`src/rtl/uart_marker_tx_pkg.sv`:
```
package uart_marker_tx_pkg;
    typedef enum logic [1:0] {
        TX_IDLE  = 2'd0,
        TX_ARMED = 2'd1,
        TX_START = 2'd2,
        TX_DATA  = 2'd3
    } tx_state_t;
endpackage

```
`src/rtl/uart_bit_divider.sv`:
```
// Free-running divide-by-2**DIV_W counter clocked by the oversampling tick.
module uart_bit_divider #(
    parameter int DIV_W = 4
) (
    input  logic             clk,
    input  logic             rst_n,
    input  logic             tick,
    output logic [DIV_W-1:0] count,
    output logic             wrap
);
    localparam logic [DIV_W-1:0] LAST = {DIV_W{1'b1}};

    always_ff @(posedge clk) begin
        if (!rst_n) begin
            count <= '0;
        end else if (tick) begin
            count <= count + 1'b1;
        end
    end

    assign wrap = tick && (count == LAST);
endmodule

```
`src/rtl/uart_marker_shifter.sv`:
```
// Shift register with a marker bit above the data; zero fill from the top.
module uart_marker_shifter #(
    parameter int DATA_W = 8
) (
    input  logic              clk,
    input  logic              rst_n,
    input  logic              load,
    input  logic              shift,
    input  logic [DATA_W-1:0] din,
    output logic [DATA_W:0]   sreg,
    output logic              out_bit,
    output logic              last
);
    localparam int REG_W = DATA_W + 1;

    logic [REG_W-1:0] load_val;
    logic [REG_W-1:0] next_val;

    assign load_val = {1'b1, din};

    generate
        for (genvar i = 0; i < REG_W; i++) begin : g_cell
            if (i == REG_W - 1) begin : g_top
                always_comb begin
                    if (load)       next_val[i] = load_val[i];
                    else if (shift) next_val[i] = 1'b0;
                    else            next_val[i] = sreg[i];
                end
            end else begin : g_mid
                always_comb begin
                    if (load)       next_val[i] = load_val[i];
                    else if (shift) next_val[i] = sreg[i+1];
                    else            next_val[i] = sreg[i];
                end
            end
        end
    endgenerate

    always_ff @(posedge clk) begin
        if (!rst_n) sreg <= '0;
        else        sreg <= next_val;
    end

    assign out_bit = sreg[0];
    // Marker at bit 1 with only zeros above: the data MSB is on the line.
    assign last    = sreg[1] && (sreg[REG_W-1:2] == '0);
endmodule

```
`src/rtl/uart_tx_ctrl.sv`:
```
// Frame sequencer: waits for a wrap, then start bit, then data bits.
module uart_tx_ctrl
    import uart_marker_tx_pkg::*;
(
    input  logic      clk,
    input  logic      rst_n,
    input  logic      wr_en,
    input  logic      wrap,
    input  logic      last,
    input  logic      data_bit,
    output tx_state_t state,
    output logic      load,
    output logic      shift,
    output logic      set_done,
    output logic      line
);
    tx_state_t state_nx;

    always_ff @(posedge clk) begin
        if (!rst_n) state <= TX_IDLE;
        else        state <= state_nx;
    end

    always_comb begin
        state_nx = state;
        unique case (state)
            TX_IDLE:  if (wr_en) state_nx = TX_ARMED;
            TX_ARMED: if (wrap)  state_nx = TX_START;
            TX_START: if (wrap)  state_nx = TX_DATA;
            TX_DATA:  if (wrap && last) state_nx = TX_IDLE;
            default:  state_nx = TX_IDLE;
        endcase
    end

    always_comb begin
        load     = 1'b0;
        shift    = 1'b0;
        set_done = 1'b0;
        line     = 1'b1;
        unique case (state)
            TX_IDLE: begin
                load = wr_en;
            end
            TX_ARMED: begin
                line = 1'b1;
            end
            TX_START: begin
                line = 1'b0;
            end
            TX_DATA: begin
                line     = data_bit;
                shift    = wrap;
                set_done = wrap && last;
            end
            default: begin
                line = 1'b1;
            end
        endcase
    end
endmodule

```
`src/rtl/uart_marker_tx.sv`:
```
module uart_marker_tx
    import uart_marker_tx_pkg::*;
#(
    parameter int DATA_W = 8,
    parameter int DIV_W  = 4
) (
    input  logic              clk,
    input  logic              rst_n,
    input  logic              tick16,
    input  logic              wr_en,
    input  logic [DATA_W-1:0] wr_data,
    input  logic              clr_done,
    output logic              txd,
    output logic              tx_done
);
    logic [DIV_W-1:0] div_count;
    logic             wrap;
    logic [DATA_W:0]  sreg;
    logic             out_bit;
    logic             last;
    logic             load;
    logic             shift;
    logic             set_done;
    tx_state_t        state;

    uart_bit_divider #(.DIV_W(DIV_W)) u_div (
        .clk   (clk),
        .rst_n (rst_n),
        .tick  (tick16),
        .count (div_count),
        .wrap  (wrap)
    );

    uart_marker_shifter #(.DATA_W(DATA_W)) u_shift (
        .clk     (clk),
        .rst_n   (rst_n),
        .load    (load),
        .shift   (shift),
        .din     (wr_data),
        .sreg    (sreg),
        .out_bit (out_bit),
        .last    (last)
    );

    uart_tx_ctrl u_ctrl (
        .clk      (clk),
        .rst_n    (rst_n),
        .wr_en    (wr_en),
        .wrap     (wrap),
        .last     (last),
        .data_bit (out_bit),
        .state    (state),
        .load     (load),
        .shift    (shift),
        .set_done (set_done),
        .line     (txd)
    );

    always_ff @(posedge clk) begin
        if (!rst_n)        tx_done <= 1'b0;
        else if (set_done) tx_done <= 1'b1;
        else if (clr_done) tx_done <= 1'b0;
    end
endmodule

```
`config.mk`:
```
export PLATFORM = sky130hd
export DESIGN_NAME = uart_marker_tx
export DESIGN_NICKNAME = d
export VERILOG_FILES = /design/src/rtl/uart_marker_tx_pkg.sv /design/src/rtl/uart_bit_divider.sv /design/src/rtl/uart_marker_shifter.sv /design/src/rtl/uart_tx_ctrl.sv /design/src/rtl/uart_marker_tx.sv
export SDC_FILE = /design/constraint.sdc
export NUM_CORES = 1
export LEC_CHECK = 0
export CORE_ASPECT_RATIO = 1.1
export CORE_MARGIN = 5
export CORE_UTILIZATION = 30
export DETAILED_ROUTE_END_ITERATION = 10
export HOLD_SLACK_MARGIN = 0.02
export SYNTH_ARGS = -nofsm -noshare
export SYNTH_HDL_FRONTEND = slang
export SYNTH_SLANG_ARGS = --single-unit
```
`constraint.sdc`:
```
create_clock -name clk -period 3.23 [get_ports clk]
set_clock_uncertainty 0.1 [all_clocks]
set_input_delay 0.646 -clock clk [delete_from_list [all_inputs] [get_ports clk]]
set_output_delay 0.646 -clock clk [all_outputs]
set_load 0.01 [all_outputs]
```
# Yosys cells after proc, flatten, opt, wreduce, memory -nomap -nowiden
# Index checks and enable logic that the tools add are counted.
# totals
reg_bits	16
input_bits	13
out_inout_bits	2
word_cells	50
# op_classes
add_sub_neg	1
n_eq_ne	8
muxes	29
n_reduce_logical	8
# ops
cell	count
1-bit two-way mux	23
2-bit two-way mux	4
2-bit case mux with 4 select lines	1
7-bit logical NOT	1
2-bit by 1-bit != test with 1-bit output, second input constant	3
4-bit by 1-bit adder with 4-bit output, second input constant	1
2-bit equality test, second input constant	2
4-bit equality test, second input constant	1
4-bit AND reduction	1
2-bit nonzero test	2
1-bit logical AND	3
2-bit by 1-bit equality test with 1-bit output, second input constant	1
2-bit logical NOT	1
2-bit != test, second input constant	1
1-bit case mux with 2 select lines	1

# Longest topological paths before layout
# Gate-level depths: netlist (run 1).
# depth
depth_word	5
mapped_depth	6
mapped_depth_nobuf	6

# Cells and area by module
# Synthesis (run 1) repeated with hierarchy kept, for this count alone.
# unflattened
hier_cells	86
hier_area_um2	918.4
# by_module_without_submodules
mod	n_inst	cells_each	area_per_inst_um2	seq_area_each_um2
uart_marker_shifter	1	42	494.2	180.2
uart_tx_ctrl	1	23	195.2	40.0
uart_bit_divider	1	18	187.7	80.1
uart_marker_tx	1	3	41.3	20.0

# Worst setup path before layout (run 1)
# OpenSTA, ideal clock, no wires.
# synth_timing
kind	reg-to-output
from	reg u_ctrl.state[0]
to	out txd
t_arrival_ns	0.876
required_ns	2.484
setup_slack_ns	1.608
stages_incl_launch_ff	5
path_buffers	0
cell_sequence	dfxtp_1 ha_1 inv_1 nor2_1 a21oi_1
# synth_between
elab_chain_cells	2
elab_cells_between_ends	3
cone_classes	2 x eq/ne; 1 x mux
# synth_rtl
element	line_no	rtl
start, declared	uart_tx_ctrl.sv:11	output tx_state_t state,
start signal, assigned	uart_tx_ctrl.sv:21	else state <= state_nx;
2-bit equality test	uart_tx_ctrl.sv:40	unique case (state)
1-bit case mux with 2 select lines *	uart_tx_ctrl.sv:40	
end, declared	uart_marker_tx.sv:13	output logic txd,
# Every way passes the cells marked *; elsewhere a longest branch is shown, timed or not.

# Worst setup path in the final report (run 1)
# Same ends and word-level chain as after synthesis.

==> results.yml, run 1 <==
final_layout:
  final_common_cell: "dfxtp_1"
  area_growth_syn_to_layout_pct: 23.28
  drive_gt1_share_pct: 6.000
  layout_common_cells: "dfxtp_1 (16), clkdlybuf4s50_1 (14), mux2i_1 (11), a21oi_1 (9), o21ai_0 (9)"
  final_cells: 131
  num_antenna_cells: 0
  multi_input_area_sq_um: 450.4
  ff_latch_area_sq_um: 320.3
  final_area_sq_um: 987.2
  fill_cells: 263
  fin_nets: 121
clocking:
  cts_buffers: 3
  hold_buffers: 0
  clk_latency_ps: 280
  clock_tree.buffer_depth: 2
  cts_setup_buffers: 0
  cts-root-buf: "clkbuf_4"
  cts_tree: "yes"
  htree_levels: 1
  clock_sinks: 16
  clkTransAtPathRegs_ps: 90
  ctsResizeCount: 0
worst_setup_path:
  cpPeakStageDelay_ps: 550
  end_kind: "primary output"
  crit_fanout: 4
  critical_path_arrival_ps: 1690
  path_buf_inv: 2
  critPathKind: "flip-flop to primary output"
  reg2reg_to: "u_shift.sreg[1]"
  ff2ff_setup_slack_ps: 1690
  worstReg2RegStart: "u_ctrl.state[0]"
  rr_worst_depth: 5
  crit_chain: "inv_1 > ha_1 > a21oi_1 > clkdlybuf4s50_1"
  crit_family: "buffers and inverters"
  startpoint_type: "flip-flop"
  required_ps: 2480
  cp_slowest_cell: "clkdlybuf4s50_1"
  path_depth: 4
power:
  p_leak_nw: 0.4427
  peakVddDrop_v: 0.0002752
  pwr_density_cell_nw_per_um2: 581.6
global_route:
  gr-total-overflow: 0
  grtUsageTotal_pct: 8.300
  grt_pass1_wl_um: 2511
  antenna_found_initial: 0
  grt_pass1_vias: 624
  grt_start_max_net_pins: 19
sta:
  fin_tns_setup_ps: 0
  setup_violations: 0
  fmax_ghz: 0.4108
  setup_ws_ps: 795.6
  slew_violations: 0
  hold_viol_final: 0
  period_needed_ps: 2434
  worst_slew_pin_slew_ps: 527.0
  grt_setup_unrepaired: "no"
  fin_crit_sh_pct: 75.37
  max-slew-margin-rel_pct: 64.76
drt:
  drt_iter0_markers: 3
  drc: 0
  final_antenna_net_count: 0
  firstDrtPassIters: 2
  wirelength_um: 1468
  vias_per_cell: 4.809
  vias: 630
  wire_per_inst_um: 11.21
placed_design:
  place.gp.congestion: 0.7150
  dpl.cell_count: 128
  numPortBuffers: 14
  dp_hpwl_um: 1044
  placed_area_sq_um: 964.7
  pre_cts_ws_ps: 1038
min_path:
  worstHoldPathType: "flip-flop to flip-flop"
  hp-start: "u_shift.sreg[8]"
  hold_depth: 2
  min_to: "u_shift.sreg[8]"
floorplanning:
  dieWidth_um: 59.26
  row_count: 19
  fp.coreArea_sq_um: 2520
  top_level_ports: 15
  dieHeight_um: 64.19
  start_util_pct: 31.78
  die-area_sq_um: 3804
status:
  outcome: "finished clean"
logic_synthesis:
  synth_cells: 86
  synth.distinct_cells: 25
  synth-seq-cells: 16
  yosysWarnings: 0
  synth_nets: 105
  synth.avg_cell_area_sq_um: 9.311
  synth_area_sq_um: 800.8
  yosysSeqAreaShare_pct: 40.00
flow_run:
  drv_cap: 0
==> layer usage <==
metal / up-vias / global-route usage (%) / wire length (um)
li1: 329 / - / -
met1: 285 / 9.518 / 654
met2: 14 / 13.80 / 689
met3: 2 / 4.024 / 114
met4: 0 / 1.700 / 9
met5: - / 0 / 0
==> power by group <==
part           switching [W]  internal [W]
sequential         0.0000351      0.000242
clock              0.0000574     0.0000432
combinational      0.0000983     0.0000986
==> logic make-up after synthesis <==
| logic type | Yosys count | synth area share (%) |
|---|---|---|
| compound gates | 22 | 15.00 |
| simple gates | 21 | 14.85 |
| flops | 16 | 40.00 |
| mux | 11 | 13.75 |
| buf+inv | 7 | 3.750 |
| fa+ha+maj | 6 | 9.375 |
| xor+xnor | 3 | 3.282 |
==> synthesized netlist by cell type (all sizes together) <==
cell,number,area share (%)
nand2b,1,0.78
xnor2,2,2.2
xor2,1,1.1
nand4,1,0.78
nor2,2,0.94
o211ai,1,0.94
ha,6,9.4
dfxtp,16,40
mux2i,11,14
a21boi,1,0.94
nor2b,1,0.78
and4,1,1.1
o21a,1,1.1
o22ai,1,0.78
nand2,9,5.5
inv,4,1.9
o21ai,9,5.6
nor4b,1,1.1
nor4,1,0.78
and2,4,3.1
clkbuf,2,0.94
a21oi,9,5.6
buf,1,0.94
==> worst max path at each step <==
stage	end	slack, ps	start
after floorplan	txd	1610	u_ctrl.state[0]
after global placement	u_shift.sreg[7]	1050	tick16
after detailed placement	u_shift.sreg[7]	1040	tick16
after CTS	txd	770	u_ctrl.state[0]
after global routing	txd	670	u_ctrl.state[1]
final	txd	800	u_ctrl.state[0]
==> stage by stage <==
stage,power [W],hold WS [ps],utilization (%)
finish,0.0005742,389.0,39.18
global route,0.0006266,447.1,39.18
CTS,0.0005830,391.5,39.18
detailed placement,0.0004814,379.0,38.28
global placement,0.0004783,374.8,38.28
floorplan,0.0004212,355.8,-
==> flip-flops by register name (all words and copies together), names as in the netlist <==
| name | count |
|---|---|
| u_div.count | 4 |
| tx_done | 1 |
| u_ctrl.state | 2 |
| u_shift.sreg | 9 |
==> area by class of cell <==
class	instances	area share [%]
Multi-Input combinational cell	63	45.63
Sequential cell	16	32.45
Timing Repair Buffer	14	14.20
Tap cell	31	3.929
Clock buffer	3	2.281
Inverter	4	1.521
==> worst min-delay path, cell delays in order, from the launching register on <==
cell      delay, ps
dfxtp_1         330
nand2_1          50
a21boi_0         60
No activity file was read; power rests on OpenSTA's default activity.
==> run 2, diff against run 1 <==
- clock period: 3.23 -> 2.1 ns (I/O delays scaled with it)
==> run 2 against run 1 <==
Effect of this change: worst hold slack improved by 7.8 ps; worst setup slack lost 590 ps; highest routed layer unchanged; wire length increased by 5.6%; sequential share of layout area fell by 0.29 points; clock power up 55%.
==> results.yml, run 2 (synthesis results as in run 1) <==
status:
  outcome: "finished clean"
placed_design:
  numPortBuffers: 14
  dp_hpwl_um: 1120
  place.gp.congestion: 0.7079
clocking:
  clkTransAtPathRegs_ps: 80
  clock_sinks: 16
  cts-root-buf: "clkbuf_4"
  clk_latency_ps: 280
  htree_levels: 1
  cts_tree: "yes"
  cts_buffers: 3
  clock_tree.buffer_depth: 2
  cts_setup_buffers: 0
worst_setup_path:
  required_ps: 1580
  critical_path_arrival_ps: 1370
  crit_fanout: 4
  end_kind: "primary output"
  critPathKind: "flip-flop to primary output"
  startpoint_type: "flip-flop"
  rr_worst_depth: 5
sta:
  period_needed_ps: 1895
  fin_tns_setup_ps: 0
  worst_slew_pin_slew_ps: 545.3
  fin_crit_sh_pct: 90.22
  fmax_ghz: 0.5278
  max-slew-margin-rel_pct: 63.53
  hold_viol_final: 0
  grt_setup_unrepaired: "no"
  setup_violations: 0
  slew_violations: 0
power:
  pwr_density_cell_nw_per_um2: 892.0
  peakVddDrop_v: 0.0004415
  power_w: 0.0008884
  p_leak_nw: 0.4434
drt:
  drt_iter0_markers: 9
  vias_per_cell: 4.795
  wire_per_inst_um: 11.74
  firstDrtPassIters: 3
  wirelength_um: 1550
  drc: 0
  vias: 633
  final_antenna_net_count: 0
min_path:
  worstHoldPathType: "flip-flop to flip-flop"
  hold_depth: 2
floorplanning:
  fp.coreArea_sq_um: 2520
  start_util_pct: 31.78
  dieHeight_um: 64.19
  die-area_sq_um: 3804
  top_level_ports: 15
  dieWidth_um: 59.26
  row_count: 19
global_route:
  grt_pass1_wl_um: 2732
  grtUsageTotal_pct: 9.182
  antenna_found_initial: 0
  grt_pass1_vias: 606
  gr-total-overflow: 0
  grt_start_max_net_pins: 19
final_layout:
  multi_input_area_sq_um: 452.9
  ff_latch_area_sq_um: 320.3
  layout_common_cells: "dfxtp_1 (16), clkdlybuf4s50_1 (13), mux2i_1 (11), a21oi_1 (9), o21ai_0 (9)"
  fill_cells: 272
  top_register: "u_shift.sreg"
  largestRegisters: "u_shift.sreg x9, u_div.count x4, u_ctrl.state x2"
  largest_reg_flops: 9
  drive_gt1_share_pct: 7.921
  final_common_cell: "dfxtp_1"
  area_growth_syn_to_layout_pct: 24.37
  fin_nets: 122
  num_antenna_cells: 0
flow_run:
  drv_cap: 0
-- run 2: cell count changes in the layout (fill, tap and decap cells not counted), sizes merged --
cell           previous run  this run
buf                       0         1
clkdlybuf4s50            14        13
dlygate4sd2               0         1
-- run 2: cell type report --
class | instances | share of cell area, %
inverters | 4 | 1.508
multi-input cells | 63 | 45.48
flip-flops and latches | 16 | 32.16
repair buffers | 15 | 14.70
clock buffers | 3 | 2.261
well taps | 31 | 3.894
-- run 2: final timing paths --
| check | start | end | slack, ps |
|---|---|---|---|
| setup reg to reg | u_div.count[0] | u_ctrl.state[0] | 540 |
| hold reg to reg | u_shift.sreg[8] | u_shift.sreg[8] | 400 |
| setup / recovery | u_ctrl.state[0] | txd | 210 |
| hold / removal | u_shift.sreg[8] | u_shift.sreg[8] | 400 |
-- run 2: through the flow --
| step | std cells | hold slack [ps] | util, % | worst slack (ps) | area, sq um |
|---|---|---|---|---|---|
| 5_1_grt | 132 | 443.0 | 39.52 | 60.67 | 996.0 |
| 2_1_floorplan | 86 | 355.8 | - | 606.2 | 800.8 |
| 6_report | 132 | 396.8 | 39.52 | 205.3 | 996.0 |
| 3_3_place_gp | 129 | 378.3 | 38.58 | 225.0 | 972.2 |
| 4_1_cts | 132 | 401.8 | 39.52 | 171.8 | 996.0 |
| 3_5_place_dp | 129 | 389.3 | 38.58 | 200.8 | 972.2 |
-- run 2: report_power, final --
| part | switching [W] | internal [W] |
|---|---|---|
| Sequential | 0.0000540 | 0.000372 |
| Clock | 0.0000908 | 0.0000666 |
| Combinational | 0.000158 | 0.000148 |
-- run 2: routing by layer --
| layer | up-vias | track usage, % | part of all wire, % |
|---|---|---|---|
| li1 | 333 | - | - |
| met4 | 0 | 2.550 | 0.58 |
| met2 | 13 | 14.34 | 46 |
| met5 | - | 0 | 0 |
| met1 | 285 | 11.07 | 46 |
| met3 | 2 | 4.427 | 7.5 |
-- run 2: timing repair --
| item | in CTS | in global routing |
|---|---|---|
| gates resized for setup | 2 | 0 |
| endpoints found under the setup margin | 1 | 0 |
| hold buffers | 0 | 0 |
-- run 2: worst max-delay path, stage by stage (launching register included) --
cell and delay [ps]:
dfxtp_1 380, inv_1 90, ha_1 220, a21oi_1 120, dlygate4sd2_1 280
